### src/rtl/limp_clk_pkg.sv
package limp_clk_pkg;
  typedef enum logic [1:0] {
    MODE_XTAL   = 2'd0,
    MODE_EXTREF = 2'd1,
    MODE_LIMP   = 2'd2,
    MODE_RSVD   = 2'd3
  } clk_mode_e;
endpackage

### src/rtl/limp_mode_ctl.sv
module limp_mode_ctl
  import limp_clk_pkg::*;
(
  input  logic       clk_i,
  input  logic       rst_ni,
  input  logic [1:0] cfg_mode_i,
  input  logic       sw_limp_i,
  input  logic       wake_i,
  input  logic       bus_edge_i,
  output logic [1:0] mode_o,
  output logic       limp_o,
  output logic       switch_o
);
  clk_mode_e mode_q;
  logic      want_q, limp_q, want_d;

  always_comb begin
    want_d = want_q;
    if (sw_limp_i) want_d = 1'b1;
    if (wake_i)    want_d = 1'b0;
  end

  // configuration is loaded while reset is held, so reset acts synchronously here
  always_ff @(posedge clk_i) begin
    if (!rst_ni) begin
      mode_q <= clk_mode_e'(cfg_mode_i);
      want_q <= (cfg_mode_i == MODE_LIMP);
      limp_q <= (cfg_mode_i == MODE_LIMP);
    end else begin
      want_q <= want_d;
      if (bus_edge_i) limp_q <= want_q;
    end
  end

  assign mode_o   = mode_q;
  assign limp_o   = limp_q;
  assign switch_o = bus_edge_i && (want_q != limp_q);

  assert_mode_hold_R7: assert property (@(posedge clk_i) disable iff (!rst_ni)
    1'b1 |=> $stable(mode_q));
  assert_switch_on_bus_R10: assert property (@(posedge clk_i) disable iff (!rst_ni)
    !bus_edge_i |=> $stable(limp_q));
  assert_wake_clears_R9: assert property (@(posedge clk_i) disable iff (!rst_ni)
    wake_i |=> !want_q);
endmodule

### src/rtl/limp_pow2_div.sv
module limp_pow2_div #(
  parameter int DIV_W = 5,
  localparam int CNT_W = (1 << DIV_W) - 1
) (
  input  logic             clk_i,
  input  logic             rst_ni,
  input  logic             limp_i,
  input  logic [DIV_W-1:0] div_exp_i,
  output logic             tick_o
);
  logic [CNT_W-1:0] cnt_q, term;
  logic [DIV_W-1:0] shadow_q;

  // bypassed in normal mode: terminal count of zero
  assign term   = limp_i ? ((CNT_W'(1) << shadow_q) - CNT_W'(1)) : '0;
  assign tick_o = (cnt_q == term);

  always_ff @(posedge clk_i or negedge rst_ni) begin
    if (!rst_ni) begin
      cnt_q    <= '0;
      shadow_q <= '0;
    end else if (tick_o) begin
      cnt_q    <= '0;
      shadow_q <= div_exp_i;
    end else begin
      cnt_q    <= cnt_q + CNT_W'(1);
    end
  end

  assert_shadow_at_wrap_R3: assert property (@(posedge clk_i) disable iff (!rst_ni)
    !tick_o |=> $stable(shadow_q));
  assert_cnt_bound_R1: assert property (@(posedge clk_i) disable iff (!rst_ni)
    cnt_q <= term);
  assert_normal_every_cycle_R6: assert property (@(posedge clk_i) disable iff (!rst_ni)
    !limp_i |-> tick_o);
endmodule

### src/rtl/limp_ratio_gen.sv
module limp_ratio_gen (
  input  logic clk_i,
  input  logic rst_ni,
  input  logic tick_i,
  input  logic limp_i,
  input  logic switch_i,
  output logic bus_en_o,
  output logic xbus_en_o
);
  logic bus_ph_q, xbus_ph_q;

  assign bus_en_o  = tick_i && bus_ph_q;
  assign xbus_en_o = bus_en_o && (limp_i || xbus_ph_q);

  always_ff @(posedge clk_i or negedge rst_ni) begin
    if (!rst_ni) begin
      bus_ph_q  <= 1'b0;
      xbus_ph_q <= 1'b0;
    end else begin
      if (tick_i) bus_ph_q <= !bus_ph_q;
      if (switch_i)                 xbus_ph_q <= 1'b0;
      else if (bus_en_o && !limp_i) xbus_ph_q <= !xbus_ph_q;
    end
  end

  assert_bus_needs_core_R4: assert property (@(posedge clk_i) disable iff (!rst_ni)
    bus_en_o |-> tick_i);
  assert_bus_alternates_R4: assert property (@(posedge clk_i) disable iff (!rst_ni)
    bus_en_o |=> !bus_en_o || !tick_i || !$stable(bus_ph_q));
  assert_xbus_needs_bus_R5: assert property (@(posedge clk_i) disable iff (!rst_ni)
    xbus_en_o |-> bus_en_o);
endmodule

### src/rtl/limp_clk_div.sv
module limp_clk_div #(
  parameter int DIV_W = 5
) (
  input  logic             clk_i,
  input  logic             rst_ni,
  input  logic [1:0]       cfg_mode_i,
  input  logic             sw_limp_i,
  input  logic             wake_i,
  input  logic [DIV_W-1:0] div_exp_i,
  output logic             core_en_o,
  output logic             bus_en_o,
  output logic             xbus_en_o,
  output logic             limp_o,
  output logic [1:0]       mode_o
);
  logic tick, bus_en, limp, mode_switch;

  limp_mode_ctl u_mode (
    .clk_i      (clk_i),
    .rst_ni     (rst_ni),
    .cfg_mode_i (cfg_mode_i),
    .sw_limp_i  (sw_limp_i),
    .wake_i     (wake_i),
    .bus_edge_i (bus_en),
    .mode_o     (mode_o),
    .limp_o     (limp),
    .switch_o   (mode_switch)
  );

  limp_pow2_div #(.DIV_W(DIV_W)) u_div (
    .clk_i     (clk_i),
    .rst_ni    (rst_ni),
    .limp_i    (limp),
    .div_exp_i (div_exp_i),
    .tick_o    (tick)
  );

  limp_ratio_gen u_ratio (
    .clk_i     (clk_i),
    .rst_ni    (rst_ni),
    .tick_i    (tick),
    .limp_i    (limp),
    .switch_i  (mode_switch),
    .bus_en_o  (bus_en),
    .xbus_en_o (xbus_en_o)
  );

  assign core_en_o = tick;
  assign bus_en_o  = bus_en;
  assign limp_o    = limp;
endmodule

### config.mk
export PLATFORM = sky130hd
export DESIGN_NAME = limp_clk_div
export DESIGN_NICKNAME = d
export VERILOG_FILES = /design/src/rtl/limp_clk_pkg.sv /design/src/rtl/limp_mode_ctl.sv /design/src/rtl/limp_pow2_div.sv /design/src/rtl/limp_ratio_gen.sv /design/src/rtl/limp_clk_div.sv
export SDC_FILE = /design/constraint.sdc
export NUM_CORES = 1
export LEC_CHECK = 0
export BUFFER_PORTS_ARGS = -buffer_cell sky130_fd_sc_hd__buf_2
export CAP_MARGIN = 25
export CORE_ASPECT_RATIO = 1.4
export CORE_MARGIN = 4
export CORE_UTILIZATION = 54
export CTS_CLUSTER_DIAMETER = 80
export DETAILED_ROUTE_END_ITERATION = 12
export PLACE_DENSITY_LB_ADDON = 0.1
export SYNTH_ARGS = -nofsm -noshare
export SYNTH_HDL_FRONTEND = slang
export SYNTH_HIERARCHICAL = 1
export SYNTH_SLANG_ARGS = --single-unit
### constraint.sdc
create_clock -name clk_i -period 6 [get_ports clk_i]
set_input_delay 0.6 -clock clk_i [delete_from_list [all_inputs] [get_ports clk_i]]
set_output_delay 0.6 -clock clk_i [all_outputs]
set_load 0.05 [all_outputs]
Word level (Yosys, flattened, before mapping). Cells that the tools add are included.

Register bits after elaboration: 42. Input port bits: 11.

Add/subtract/negate cells: 2. Equal/unequal tests: 5. Shift operators: 1. Mux-type cells: 9. Reductions and logical operators: 9.

Operator list (number): 31-bit two-way mux (2); 31-bit by 1-bit adder with 31-bit output (second input constant) (1); 31-bit equality test (1); 1-bit by 5-bit left shift with 31-bit output (first input constant) (1); 31-bit by 1-bit subtractor with 31-bit output (second input constant) (1); 1-bit two-way mux (7); 1-bit logical AND (4); 1-bit logical NOT (3); 3-bit by 1-bit != test with 1-bit output (second input constant) (1); 2-bit equality test (second input constant) (1); 2-bit by 1-bit != test with 1-bit output (second input constant) (1); 2-bit nonzero test (1); 1-bit logical OR (1); 1-bit != test (1).

Depth between registers and ports, before layout.
Depth after elaboration: 8. Gate-level depth with buffers: 19. Depth with buffers taken out: 15.

Cells and area by module. The synthesis kept the hierarchy.

Modules (own cells, without submodules): limp_pow2_div (times used 1, cells an instance 366, area each 2880.3 um^2, sequential area each 900.9 um^2); limp_mode_ctl (times used 1, cells an instance 12, area each 176.4 um^2, sequential area each 120.1 um^2); limp_ratio_gen (times used 1, cells an instance 9, area each 105.1 um^2, sequential area each 50.0 um^2).

Worst setup path after synthesis. No wires, ideal clock.

Path type: register to output. Start point: register u_div.shadow_q[2]. End point: output port xbus_en_o. Data arrival time: 4808 ps. Required time: 5400 ps. Setup slack: 592 ps. Stages on the path, launching flop included: 17. Cell sequence: dfrtp_1 > buf_2 > or3_1 > nor2_1 > inv_1 > ha_1 > clkbuf_1 > nand3b_1 > o41ai_1 > a21oi_1 > nor4_1 > nand4_1 > or4_1 > nor4_4 > buf_2 > and2_1 > o21a_1.

Longest elaborated chain between the ends: 6.

RTL lines: start, declared (RTL line limp_pow2_div.sv:12) `logic [DIV_W-1:0] shadow_q;`; start signal, assigned (RTL line limp_pow2_div.sv:24) `shadow_q <= div_exp_i;`; 1-bit by 5-bit left shift with 31-bit output (RTL line limp_pow2_div.sv:15) `assign term = limp_i ? ((CNT_W'(1) << shadow_q) - CNT_W'(1)) : '0;`; 31-bit by 1-bit subtractor with 31-bit output (RTL line limp_pow2_div.sv:15); 31-bit two-way mux (RTL line limp_pow2_div.sv:15); 31-bit equality test (RTL line limp_pow2_div.sv:16) `assign tick_o = (cnt_q == term);`; net core_en_o (RTL line limp_clk_div.sv:10) `output logic core_en_o,`; 1-bit logical AND (RTL line limp_ratio_gen.sv:12) `assign bus_en_o = tick_i && bus_ph_q;`; net bus_en_o (RTL line limp_clk_div.sv:11) `output logic bus_en_o,`; 1-bit logical AND (RTL line limp_ratio_gen.sv:13) `assign xbus_en_o = bus_en_o && (limp_i || xbus_ph_q);`; end, declared (RTL line limp_clk_div.sv:12) `output logic xbus_en_o,`.

The timed path passes the listed nets, and every way through them passes these cells.

Final worst setup path.
Start point: register u_div.shadow_q[3]. End point: output port core_en_o.

Longest elaborated chain between the ends: 4.

RTL lines (RTL line): 1-bit by 5-bit left shift with 31-bit output (limp_pow2_div.sv:15); 31-bit by 1-bit subtractor with 31-bit output (limp_pow2_div.sv:15); 31-bit two-way mux (limp_pow2_div.sv:15); 31-bit equality test (limp_pow2_div.sv:16); end, declared (limp_clk_div.sv:10).

Every way passes these cells.

==> results.json <==
{
  "cts_tree": "built",
  "maxSlewHeadroom_pct": 36.4,
  "syn-instance-count": 387,
  "synth_cell_types": 65,
  "slew_viol_final": 0,
  "viasPerCell": 6.54,
  "synth_edf_count": 4,
  "cts_buffer_depth": 2,
  "synth_fp_nets": 400,
  "crit_arrival_ns": 4.87,
  "cp-start-kind": "flop",
  "wl_per_cell_um": 18.7,
  "final_common_cell": "nor2_1",
  "worst_setup_hold_path_clk_slew_ns": 0.09,
  "vias": 2967,
  "hold_path_class": "input pin to async pin",
  "fin_crit_sh_pct": 91.1,
  "dp_hpwl_um": 5970,
  "setup_tns_ns": 0,
  "avgSynthCellArea_um2": 8.17,
  "rows": 32,
  "synth_ff_type": "dfrtp_1",
  "grt_start_max_net_pins": 43,
  "drcViolationCount": 0,
  "core_um2": 5610,
  "h-tree-depth": 2,
  "area_delta_synth_final_pct": 6.45,
  "fmax_mhz": 183,
  "track_usage_pct": 25.3,
  "drt_first_iter_violations": 301,
  "finalPower_uw": 789,
  "ant_nets": 0,
  "hold_viol_final": 0,
  "die_area_um2": 7160,
  "post-cts-setup-buffers": 0,
  "ys_seq_elements": 42,
  "leakage_nw": 1.39,
  "start_util_pct": 56.4,
  "period_minus_slack_ns": 5.47,
  "synth_seq_area_share_pct": 33.9,
  "path_max_fanout": 39,
  "syn_area_um2": 3160,
  "drive_above_1_share_pct": 10.9,
  "cap_viol_max_count": 0,
  "antenna_found_initial": 0,
  "async_reset_ff_share_pct": 90.5,
  "worst_slew_pin_slew_ns": 0.954,
  "place_congestion": 1.01,
  "yosysWarningCount": 6,
  "num_antenna_cells": 0,
  "cp.required_ns": 5.40,
  "crit_type": "flop to primary output",
  "io_buffers": 16,
  "chipWidth_um": 72.7,
  "drt_pass1_iterations": 5,
  "n_fill_cell": 519,
  "pin_count": 17,
  "ctsResizeCount": 0,
  "skew_ns": 0.0109,
  "run_status": "complete, no violations",
  "rsz0062_at_grt": "false",
  "clk_latency_ns": 0.30,
  "final_cell_mix": "nor2_1 (56), dfrtp_1 (38), nand2_1 (29), xor2_1 (25), nand4_1 (19)",
  "p_per_area_nw_per_um2": 235,
  "fin_nets": 398,
  "cts_root_buf": "clkbuf_8",
  "worstSetupEndpointType": "primary output",
  "ir_worst_vdd_mv": 0.138,
  "die_h_um": 98.5,
  "numCtsBuffers": 5,
  "setup_viol": 0,
  "drt_wl_total_um": 8500,
  "grt-ovfl-total": 0,
  "cts_hold_buf": 0,
  "cts.sink_count": 42,
  "reg2reg_slack_ns": 1.20,
  "grt_pass1_wl_um": 14500,
  "grt_pass1_vias": 2929
}
[final cells by class]
type                    count  area [um2]  area share, %
multi-input cells         304        1920           57.1
flip-flops and latches     42        1070           31.8
repair buffers             24         140           4.16
clock buffers               7        86.3           2.57
well taps                  68        85.1           2.53
clock inverters             1        30.0          0.892
inverters                   8        30.0          0.892
[Yosys cell counts (5+ instances only)]
master | number | area, um2
nand4_1 | 19 | 119
buf_2 | 11 | 55.1
nor3_1 | 7 | 35.0
xor2_1 | 25 | 219
xnor2_1 | 16 | 140
o32ai_1 | 5 | 43.8
nand2_1 | 29 | 109
dfrtp_1 | 38 | 951
o21a_1 | 5 | 37.5
o21ai_0 | 16 | 80.1
and2_1 | 5 | 31.3
clkbuf_1 | 21 | 78.8
a21oi_1 | 15 | 75.1
nor2_1 | 56 | 210
nand3_1 | 15 | 75.1
inv_1 | 7 | 26.3
[critical path, stage by stage (launching register included)]
cell     delay (ns)
dfrtp_1        0.57
or2_2          0.43
nor2_1         0.20
inv_1          0.07
ha_1           0.44
nor2_1         0.47
nand4_1        0.15
o311a_1        0.15
nor4_1         0.32
nand4_1        0.14
or4_1          0.58
nor4_4         0.29
buf_4          0.42
buf_2          0.35
[sequential cells by signal (all words and copies together) (netlist names)]
signal,flops
u_ratio/bus_ph_q,1
u_div/cnt_q,31
u_mode/mode_o,2
u_mode/limp_o,1
u_div/shadow_q,5
u_mode/want_q,1
u_ratio/xbus_ph_q,1
[logic make-up after synthesis]
group | synth area share, %
AND/OR/NAND/NOR | 27.7
AO/OA/AOI/OAI | 18.4
flip-flops | 33.9
XOR/XNOR | 11.4
buffers and inverters | 5.30
multiplexers | 2.57
adder cells (fa/ha/maj) | 0.791
[metrics by stage]
step,setup WS [ns],hold WS [ns],instance area [um2],utilization [%],cells
detailed placement,0.929,0.480,3250,58.0,446
global placement,1.10,0.478,3250,58.0,446
CTS,0.582,0.475,3370,60.0,454
finish,0.533,0.438,3370,60.0,454
floorplan,0.592,0.304,3160,-,387
global route,0.232,0.471,3370,60.0,454
[worst paths after layout]
check | startpoint | endpoint | cells past startpoint
worst min-delay path | rst_ni | u_div/cnt_q[2] | 1
worst max-delay path | u_div/shadow_q[3] | core_en_o | 13
worst min register to register | u_ratio/bus_ph_q | u_ratio/bus_ph_q | 1
min in group clk_i | cfg_mode_i[0] | u_mode/mode_o[0] | 1
max in group asynchronous | rst_ni | u_div/cnt_q[16] | 1
worst max register to register | u_div/shadow_q[3] | u_ratio/xbus_ph_q | 14
[power breakdown]
part / internal, mW / switching [mW] / total (mW)
combinational: 0.0778 / 0.108 / 0.186
sequential: 0.314 / 0.0514 / 0.366
clock: 0.136 / 0.102 / 0.238
[metal layers]
| layer | GRT usage, % | routed length (um) | share of wire, % | up-vias |
|---|---|---|---|---|
| li1 | - | - | - | 1399 |
| met1 | 33.1 | 3580 | 42 | 1428 |
| met2 | 41.0 | 4140 | 49 | 120 |
| met3 | 4.08 | 532 | 6.3 | 20 |
| met4 | 10.4 | 246 | 2.9 | 0 |
| met5 | 0 | 0 | 0 | - |
Note: power is estimated with default switching activity, not from simulation.
